## src/rtl/dsd_pkg.sv

```systemverilog
// Shared operation codes and sequencer states for the strobe decoder.
// Assumes: 4-bit operation field shared by live and reported outputs.
package dsd_pkg;

    typedef enum logic [3:0] {
        OP_STANDBY  = 4'd0,
        OP_READ     = 4'd1,
        OP_EWRITE   = 4'd2,
        OP_DWRITE   = 4'd3,
        OP_RMW      = 4'd4,
        OP_RAS_ONLY = 4'd5,
        OP_CBR      = 4'd6,
        OP_HIDDEN   = 4'd7,
        OP_ROW_OPEN = 4'd8,
        OP_ERROR    = 4'd15
    } op_e;

    typedef enum logic [3:0] {
        ST_IDLE,
        ST_ROW,
        ST_READ,
        ST_EWR,
        ST_DWR,
        ST_RMW,
        ST_CAS_PRE,
        ST_CAS_HOLD,
        ST_CBR,
        ST_HIDDEN
    } state_e;

endpackage

```

## src/rtl/dsd_sync.sv

```systemverilog
// Two-stage synchronizer, one chain per bit.
// Assumes: inputs are quasi-static relative to the reference clock;
// RST_VAL gives the inactive level loaded by reset.
module dsd_sync #(
    parameter int           W       = 1,
    parameter logic [W-1:0] RST_VAL = '0
) (
    input  logic         clk,
    input  logic         rst_n,
    input  logic [W-1:0] d,
    output logic [W-1:0] q
);

    localparam int STAGES = 2;

    for (genvar b = 0; b < W; b++) begin : g_bit
        logic [STAGES-1:0] chain;

        // Shift the raw input through the synchronizer chain.
        always_ff @(posedge clk) begin
            if (!rst_n) chain <= {STAGES{RST_VAL[b]}};
            else        chain <= {chain[STAGES-2:0], d[b]};
        end

        assign q[b] = chain[STAGES-1];
    end

endmodule

```

## src/rtl/dsd_seq_fsm.sv

```systemverilog
// Strobe-order sequencer: classifies each memory cycle from the order
// in which the synchronized strobes become active, and issues the
// end-of-cycle report strobe and code.
// Assumes: inputs are already synchronized and active-high.
module dsd_seq_fsm
    import dsd_pkg::*;
#(
    parameter int NL = 2
) (
    input  logic          clk,
    input  logic          rst_n,
    input  logic          ras_a,
    input  logic [NL-1:0] cas_a,
    input  logic          we_a,
    input  logic          oe_a,
    output op_e           cur_op,
    output logic          row_take,
    output logic          col_take,
    output logic          st_col,
    output logic          st_out,
    output logic          st_in,
    output logic          rpt_fire,
    output op_e           rpt_op_nxt,
    output logic          rpt_valid,
    output op_e           rpt_op
);

    state_e st, st_n;
    logic   hid, hid_n;
    logic   oe_seen, oes_n;
    logic   cas_prev;
    logic   any_cas;

    assign any_cas = |cas_a;

    // Next-state, report and latch-enable decode from state and strobes.
    always_comb begin
        st_n       = st;
        hid_n      = hid;
        oes_n      = oe_seen;
        rpt_fire   = 1'b0;
        rpt_op_nxt = OP_STANDBY;
        row_take   = 1'b0;
        col_take   = 1'b0;
        case (st)
            ST_IDLE: begin
                if (ras_a) begin
                    st_n     = ST_ROW;
                    row_take = 1'b1;
                    oes_n    = 1'b0;
                end else if (any_cas) begin
                    st_n = ST_CAS_PRE;
                end
            end
            ST_ROW: begin
                if (!ras_a) begin
                    rpt_fire   = 1'b1;
                    rpt_op_nxt = OP_RAS_ONLY;
                    hid_n      = 1'b0;
                    st_n       = any_cas ? ST_CAS_HOLD : ST_IDLE;
                end else if (any_cas) begin
                    col_take = 1'b1;
                    oes_n    = oe_a;
                    st_n     = we_a ? ST_EWR : ST_READ;
                end
            end
            ST_READ: begin
                if (!ras_a) begin
                    rpt_fire   = 1'b1;
                    rpt_op_nxt = OP_READ;
                    hid_n      = 1'b1;
                    st_n       = any_cas ? ST_CAS_HOLD : ST_IDLE;
                end else if (we_a) begin
                    st_n = (oe_seen || oe_a) ? ST_RMW : ST_DWR;
                end else begin
                    oes_n    = oe_seen | oe_a;
                    col_take = any_cas & ~cas_prev;
                end
            end
            ST_EWR, ST_DWR, ST_RMW: begin
                if (!ras_a) begin
                    rpt_fire   = 1'b1;
                    rpt_op_nxt = (st == ST_EWR) ? OP_EWRITE :
                                 (st == ST_DWR) ? OP_DWRITE : OP_RMW;
                    hid_n      = 1'b0;
                    st_n       = any_cas ? ST_CAS_HOLD : ST_IDLE;
                end else begin
                    col_take = any_cas & ~cas_prev;
                end
            end
            ST_CAS_PRE: begin
                if (ras_a) begin
                    st_n = ST_CBR;
                end else if (!any_cas) begin
                    rpt_fire   = 1'b1;
                    rpt_op_nxt = OP_ERROR;
                    st_n       = ST_IDLE;
                end
            end
            ST_CAS_HOLD: begin
                if (ras_a)         st_n = hid ? ST_HIDDEN : ST_CBR;
                else if (!any_cas) st_n = ST_IDLE;
            end
            ST_CBR, ST_HIDDEN: begin
                if (!ras_a) begin
                    rpt_fire   = 1'b1;
                    rpt_op_nxt = (st == ST_HIDDEN) ? OP_HIDDEN : OP_CBR;
                    hid_n      = (st == ST_HIDDEN);
                    st_n       = any_cas ? ST_CAS_HOLD : ST_IDLE;
                end
            end
            default: st_n = ST_IDLE;
        endcase
    end

    // Sequencer state, flags and registered report.
    always_ff @(posedge clk) begin
        if (!rst_n) begin
            st        <= ST_IDLE;
            hid       <= 1'b0;
            oe_seen   <= 1'b0;
            cas_prev  <= 1'b0;
            rpt_valid <= 1'b0;
            rpt_op    <= OP_STANDBY;
        end else begin
            st        <= st_n;
            hid       <= hid_n;
            oe_seen   <= oes_n;
            cas_prev  <= any_cas;
            rpt_valid <= rpt_fire;
            if (rpt_fire) rpt_op <= rpt_op_nxt;
        end
    end

    // Live operation code and lane-phase flags from the state.
    always_comb begin
        case (st)
            ST_ROW:    cur_op = OP_ROW_OPEN;
            ST_READ:   cur_op = OP_READ;
            ST_EWR:    cur_op = OP_EWRITE;
            ST_DWR:    cur_op = OP_DWRITE;
            ST_RMW:    cur_op = OP_RMW;
            ST_CBR:    cur_op = OP_CBR;
            ST_HIDDEN: cur_op = OP_HIDDEN;
            default:   cur_op = OP_STANDBY;
        endcase
        st_col = (st == ST_READ) || (st == ST_EWR) || (st == ST_DWR) ||
                 (st == ST_RMW)  || (st == ST_HIDDEN);
        st_out = (st == ST_READ) || (st == ST_HIDDEN);
        st_in  = (st == ST_EWR)  || (st == ST_DWR) || (st == ST_RMW);
    end

    // a report is a single-cycle pulse.
    p_rpt_pulse_r11: assert property (@(posedge clk) disable iff (!rst_n)
        rpt_valid |=> !rpt_valid);

    // a non-error report follows the row strobe going inactive.
    p_rpt_on_rise_r11: assert property (@(posedge clk) disable iff (!rst_n)
        (rpt_valid && rpt_op != OP_ERROR) |-> !$past(ras_a));

    // an error report only arises with the row strobe inactive
    // and every column strobe released.
    p_err_ras_high_r10: assert property (@(posedge clk) disable iff (!rst_n)
        (rpt_valid && rpt_op == OP_ERROR) |-> (!$past(ras_a) && !$past(any_cas)));

endmodule

```

## src/rtl/dsd_addr_capture.sv

```systemverilog
// Row/column address latches and the address fields of the report.
// Assumes: take strobes come from the sequencer in the same cycle as
// the matching synchronized address sample.
module dsd_addr_capture
    import dsd_pkg::*;
#(
    parameter int ADDR_W = 13,
    parameter int ROW_W  = 13,
    parameter int COL_W  = 11
) (
    input  logic              clk,
    input  logic              rst_n,
    input  logic [ADDR_W-1:0] addr_s,
    input  logic              row_take,
    input  logic              col_take,
    input  logic              rpt_fire,
    input  op_e               rpt_op_nxt,
    output logic [ROW_W-1:0]  rpt_row,
    output logic [COL_W-1:0]  rpt_col
);

    logic [ROW_W-1:0] row_q;
    logic [COL_W-1:0] col_q;
    logic             keep_row, keep_col;

    // Which reported operations carry which address fields.
    always_comb begin
        keep_col = (rpt_op_nxt == OP_READ)   || (rpt_op_nxt == OP_EWRITE) ||
                   (rpt_op_nxt == OP_DWRITE) || (rpt_op_nxt == OP_RMW);
        keep_row = keep_col || (rpt_op_nxt == OP_RAS_ONLY);
    end

    // Latch row at row-strobe fall and column at each new column fall.
    always_ff @(posedge clk) begin
        if (!rst_n) begin
            row_q <= '0;
            col_q <= '0;
        end else begin
            if (row_take) begin
                row_q <= addr_s[ROW_W-1:0];
                col_q <= '0;
            end
            if (col_take) col_q <= addr_s[COL_W-1:0];
        end
    end

    // Register the report address fields at the report event.
    always_ff @(posedge clk) begin
        if (!rst_n) begin
            rpt_row <= '0;
            rpt_col <= '0;
        end else if (rpt_fire) begin
            rpt_row <= keep_row ? row_q : '0;
            rpt_col <= keep_col ? col_q : '0;
        end
    end

endmodule

```

## src/rtl/dsd_lane_ctrl.sv

```systemverilog
// Per-lane enable, drive and write-sample outputs.
// Assumes: lane i follows column strobe i only; phase flags come from
// the sequencer.
module dsd_lane_ctrl #(
    parameter int NL = 2
) (
    input  logic          clk,
    input  logic          rst_n,
    input  logic [NL-1:0] cas_a,
    input  logic          oe_a,
    input  logic          st_col,
    input  logic          st_out,
    input  logic          st_in,
    output logic [NL-1:0] lane_en,
    output logic [NL-1:0] dq_oe,
    output logic [NL-1:0] dq_din
);

    for (genvar i = 0; i < NL; i++) begin : g_lane
        // Gate each lane by its own column strobe and the cycle phase.
        always_comb begin
            lane_en[i] = st_col & cas_a[i];
            dq_oe[i]   = lane_en[i] & st_out & oe_a;
            dq_din[i]  = lane_en[i] & st_in;
        end

        // a lane is never driven and sampled at once.
        p_io_excl_r7: assert property (@(posedge clk) disable iff (!rst_n)
            !(dq_oe[i] && dq_din[i]));
    end

endmodule

```

## src/rtl/dram_strobe_decoder.sv

```systemverilog
// Top of the strobe-sequence decoder: synchronizes the active-low
// strobes and the address, then runs the sequencer, address latches
// and lane control.
// Assumes: lane 0 is the low byte (lcas_n), lane 1 the high byte.
module dram_strobe_decoder
    import dsd_pkg::*;
#(
    parameter int ADDR_W = 13,
    parameter int ROW_W  = 13,
    parameter int COL_W  = 11
) (
    input  logic              clk,
    input  logic              rst_n,
    input  logic              ras_n,
    input  logic              lcas_n,
    input  logic              ucas_n,
    input  logic              we_n,
    input  logic              oe_n,
    input  logic [ADDR_W-1:0] addr,
    output logic [3:0]        cur_op,
    output logic [1:0]        lane_en,
    output logic [1:0]        dq_oe,
    output logic [1:0]        dq_din,
    output logic              rpt_valid,
    output logic [3:0]        rpt_op,
    output logic [ROW_W-1:0]  rpt_row,
    output logic [COL_W-1:0]  rpt_col
);

    localparam int NL    = 2;
    localparam int NSTRB = NL + 3;

    logic [NSTRB-1:0]  strb_raw, strb_s;
    logic [ADDR_W-1:0] addr_s;
    logic              ras_a, we_a, oe_a;
    logic [NL-1:0]     cas_a;
    op_e               cur_op_e, rpt_op_e, rpt_op_nxt;
    logic              row_take, col_take, st_col, st_out, st_in, rpt_fire;

    assign strb_raw = {oe_n, we_n, ucas_n, lcas_n, ras_n};

    dsd_sync #(.W(NSTRB), .RST_VAL({NSTRB{1'b1}})) u_sync_strb (
        .clk(clk), .rst_n(rst_n), .d(strb_raw), .q(strb_s)
    );

    dsd_sync #(.W(ADDR_W), .RST_VAL({ADDR_W{1'b0}})) u_sync_addr (
        .clk(clk), .rst_n(rst_n), .d(addr), .q(addr_s)
    );

    // Convert synchronized active-low strobes to active-high.
    always_comb begin
        ras_a = ~strb_s[0];
        cas_a = ~strb_s[NL:1];
        we_a  = ~strb_s[NL+1];
        oe_a  = ~strb_s[NL+2];
    end

    dsd_seq_fsm #(.NL(NL)) u_fsm (
        .clk(clk), .rst_n(rst_n),
        .ras_a(ras_a), .cas_a(cas_a), .we_a(we_a), .oe_a(oe_a),
        .cur_op(cur_op_e), .row_take(row_take), .col_take(col_take),
        .st_col(st_col), .st_out(st_out), .st_in(st_in),
        .rpt_fire(rpt_fire), .rpt_op_nxt(rpt_op_nxt),
        .rpt_valid(rpt_valid), .rpt_op(rpt_op_e)
    );

    dsd_addr_capture #(.ADDR_W(ADDR_W), .ROW_W(ROW_W), .COL_W(COL_W)) u_addr (
        .clk(clk), .rst_n(rst_n), .addr_s(addr_s),
        .row_take(row_take), .col_take(col_take),
        .rpt_fire(rpt_fire), .rpt_op_nxt(rpt_op_nxt),
        .rpt_row(rpt_row), .rpt_col(rpt_col)
    );

    dsd_lane_ctrl #(.NL(NL)) u_lane (
        .clk(clk), .rst_n(rst_n), .cas_a(cas_a), .oe_a(oe_a),
        .st_col(st_col), .st_out(st_out), .st_in(st_in),
        .lane_en(lane_en), .dq_oe(dq_oe), .dq_din(dq_din)
    );

    assign cur_op = cur_op_e;
    assign rpt_op = rpt_op_e;

    // standby leaves every lane open.
    p_standby_open_r1: assert property (@(posedge clk) disable iff (!rst_n)
        (cur_op == 4'd0) |-> (dq_oe == 2'b00 && dq_din == 2'b00));

    // early write never drives the bus.
    p_ewrite_nodrive_r5: assert property (@(posedge clk) disable iff (!rst_n)
        (cur_op == 4'd2) |-> (dq_oe == 2'b00));

    // a row-only refresh report carries no column.
    p_rasonly_col_r2: assert property (@(posedge clk) disable iff (!rst_n)
        (rpt_valid && rpt_op == 4'd5) |-> (rpt_col == '0));

    // a column-before-row refresh report carries no address.
    p_cbr_zero_r3: assert property (@(posedge clk) disable iff (!rst_n)
        (rpt_valid && rpt_op == 4'd6) |-> (rpt_row == '0 && rpt_col == '0));

endmodule

```

## config.mk

```make
export PLATFORM = sky130hd
export DESIGN_NAME = dram_strobe_decoder
export DESIGN_NICKNAME = d
export VERILOG_FILES = /design/src/rtl/dsd_pkg.sv /design/src/rtl/dsd_sync.sv /design/src/rtl/dsd_seq_fsm.sv /design/src/rtl/dsd_addr_capture.sv /design/src/rtl/dsd_lane_ctrl.sv /design/src/rtl/dram_strobe_decoder.sv
export SDC_FILE = /design/constraint.sdc
export NUM_CORES = 1
export LEC_CHECK = 0
export BUFFER_PORTS_ARGS = -buffer_cell sky130_fd_sc_hd__buf_2
export CORE_MARGIN = 5
export CORE_UTILIZATION = 40
export DETAILED_ROUTE_END_ITERATION = 8
export PLACE_DENSITY = 0.58
export SYNTH_ARGS = -nofsm -noshare
export SYNTH_HDL_FRONTEND = slang
export SYNTH_SLANG_ARGS = --single-unit
export TNS_END_PERCENT = 100
```

## constraint.sdc

```tcl
create_clock -name clk -period 2 [get_ports clk]
set_clock_uncertainty 0.1 [all_clocks]
set_input_delay 0.2 -clock clk [delete_from_list [all_inputs] [get_ports clk]]
set_output_delay 0.2 -clock clk [all_outputs]
set_load 0.03 [all_outputs]
```

==> impl_metrics.tcl <==
set metrics [dict create \
    status "finished, final reports clean" \
    die_h_um 105 \
    grt_pass1_wl_um 15300 \
    ys_seq_area_frac 0.529 \
    cts_tree "yes" \
    p_switching_mw 1.97 \
    cts_buffer_depth 2 \
    yosysTopAreaCell "dfxtp_1" \
    layout.cells.non_filler 610 \
    fin_crit_ps 1930 \
    peakVddDrop_v 0.000574 \
    power_frac_seq 0.403 \
    syn_to_final_growth_pct 28.4 \
    synth-edff-count 0 \
    overflow 0 \
    grtUsageTotal 0.171 \
    grt_max_degree 45 \
    path_max_fanout 8 \
    core_area_mm2 0.00881 \
    clkSlewWorstSetupHoldPaths_ps 100 \
    synthTopCellsByArea "dfxtp_1 53%, a22oi_1 5.4%, and2_1 5.2%, nand2_1 5.0%, nor2_1 4.6%" \
    dieArea_mm2 0.0111 \
    ys.flop_type "dfxtp_1" \
    drt_iter0_drc 185 \
    cap_violations 0 \
    async_flop_share 0 \
    dpl.hpwl_um 6260 \
    firstDrtPassIters 4 \
    ant_nets 0 \
    vias 3108 \
    drive_above_1_share 0.263 \
    insertion_delay_ps 350 \
    htree_levels 3 \
    avgSynthCellArea_um2 8.97 \
    dp_cells 572 \
    critPathLaunchType "flip-flop" \
    post-place-ws_ps 34.6 \
    switching_share 0.371 \
    synth_nets 425 \
    initial_utilization 0.413 \
    ioPinCount 59 \
    critical_path.endpoint_type "output port" \
    p_comb_frac 0.372 \
    power_density_mw_per_mm2 1140 \
    grt_pass1_vias 3001 \
    relSlewSlack 0.344 \
    drt-wirelength-per-cell_um 15.2 \
    drc 0 \
    clock.fmax_mhz 519 \
    p_int_mw 3.35 \
    ys_types 50 \
    portBuffers 58 \
    place.gp.congestion 0.829 \
    grt_antenna_before_repair 0 \
    power_leakage_nw 1.92 \
    wl_um 9260 \
    ys_seq_elements 96 \
    worstPathRequired_ps 1700 \
    synth.top_cell.area_share 0.529 \
    num-nets-final 517 \
    setup_ws_ps 72.8 \
    netlist_area_mm2 0.00363 \
    fillCellCount 818 \
    cts_buffers 9 \
    root_buffer "clkbuf_8" \
    dieWidth_um 105 \
    worstPathArrival_ps 1630 \
    slew_violations 0 \
    post-route-period-util 0.964 \
    num_antenna_cells 0 \
    synthCells 405 \
    num_rows 34 \
    p_clk_frac 0.225 \
    hold_viol_final 0 \
    yosys_warnings 0 \
    clock-sinks 96 \
    rsz0062_at_grt "true" \
    max_slew.worst_pin.slew_ps 979 \
    finalSetupViolations 0 \
    viasPerCell 5.10 \
    hp-class "in2reg" \
    path_class "reg2out" \
]
[per-stage QoR]
step	util	setup TNS (ps)	power, mW	area [µm²]	hold WS [ps]
finish	0.530	0	5.32	4660	144
global route	0.530	-27.0	5.62	4660	181
CTS	0.522	0	5.24	4600	135
detailed placement	0.475	0	3.98	4190	283
global placement	0.475	0	4.00	4190	281
floorplan	-	0	3.38	3630	201
[layout by cell type, fill, tap and decap left out, drive strengths merged, types with 2 or more instances in the layout]
cell type,n
dfxtp,96
a31oi,4
a41o,2
nor2,46
o211ai,2
dlygate4sd3,18
clkinv,3
nor4,2
nand2,48
nand3,4
buf,95
nand4,11
a21oi,25
nor3,3
nor2b,4
and3,2
o21ai,23
nand2b,14
a21o,2
a22oi,26
clkinvlp,2
and2,30
clkbuf,10
mux2i,2
inv,7
o22ai,4
[sequential cells by signal (all words and copies together), names as in the netlist]
register                 cells
u_fsm.rpt_op                 4
u_fsm.hid                    1
u_fsm.st                     4
u_addr.row_q                13
u_fsm.cas_prev               1
u_sync_addr.g_bit.chain     26
u_sync_strb.g_bit.chain     10
u_addr.col_q                11
u_fsm.oe_seen                1
u_fsm.rpt_valid              1
u_addr.rpt_row              13
u_addr.rpt_col              11
[kinds of logic (layout without fill, tap and decap cells)]
logic type / after synthesis / after routing / share of synthesized area
buf+inv: 38 / 135 / 0.0506
xor+xnor: 1 / 1 / 0.00241
compound gates: 100 / 100 / 0.179
mux: 2 / 2 / 0.00551
flops: 96 / 96 / 0.529
simple gates: 168 / 168 / 0.233
[path summary, 6_finish.rpt]
path / startpoint / end / slack [ps] / cells past startpoint
max: u_fsm.st[1]$_SDFFE_PN0P_ / cur_op[0] / 70 / 6
max reg2reg: u_fsm.st[2]$_SDFFE_PN0P_ / u_fsm.oe_seen$_SDFFE_PN0P_ / 140 / 6
min: rst_n / u_fsm.st[0]$_SDFFE_PN0P_ / 140 / 4
min reg2reg: u_sync_strb.g_bit[1].chain[0]$_SDFF_PN1_ / u_sync_strb.g_bit[1].chain[1]$_SDFF_PN1_ / 310 / 1
[final cells by class]
type / count / area [µm²] / area share
Clock buffer: 9 / 124 / 0.0266
Clock inverter: 7 / 65.1 / 0.0139
Inverter: 5 / 18.8 / 0.00402
Multi-Input combinational cell: 271 / 1560 / 0.334
Sequential cell: 96 / 1930 / 0.415
Tap cell: 108 / 135 / 0.0290
Timing Repair Buffer: 114 / 827 / 0.177
[synthesized netlist by cell type (4+ instances only)]
master	n
a21oi_1	25
clkbuf_1	16
buf_2	12
nand2_1	48
nor2_1	45
dfxtp_1	96
nor2b_1	4
nand4_1	11
nand3_1	4
and2_1	30
a31oi_1	4
a22oi_1	26
o22ai_1	4
o21ai_1	14
nand2b_1	13
o21ai_0	9
[layer usage]
layer,vias up,global-route usage,wire (µm)
met3,8,0.0287,452
met1,1442,0.254,4810
met2,80,0.254,3920
met4,0,0.0487,85
met5,-,0,0
li1,1578,-,-
[worst max-delay path, stage by stage (launching register included)]
cell and delay, ps:
dfxtp_4 390, or2_4 260, buf_4 150, nor2_4 90, buf_4 130, a21o_1 130
buf_6 130
[power by group through the flow]
| stage | Clock [mW] | Combinational [mW] | Sequential, mW |
|---|---|---|---|
| final | 1.20 | 1.98 | 2.14 |
| after detailed placement | 0 | 1.81 | 2.18 |
| after CTS | 1.23 | 1.87 | 2.14 |
| after global routing | 1.31 | 2.15 | 2.16 |
| after global placement | 0 | 1.83 | 2.17 |
| after floorplan | 0 | 1.18 | 2.20 |
[what timing repair did]
item                                    4_1_cts  5_1_grt
gates resized for setup                      11       22
pin swaps                                     0        3
hold buffers                                 18        0
buffers inserted                              2        2
endpoints found under the hold margin        18        0
endpoints found under the setup margin       10        8
Power figures use the tool's default switching activity.
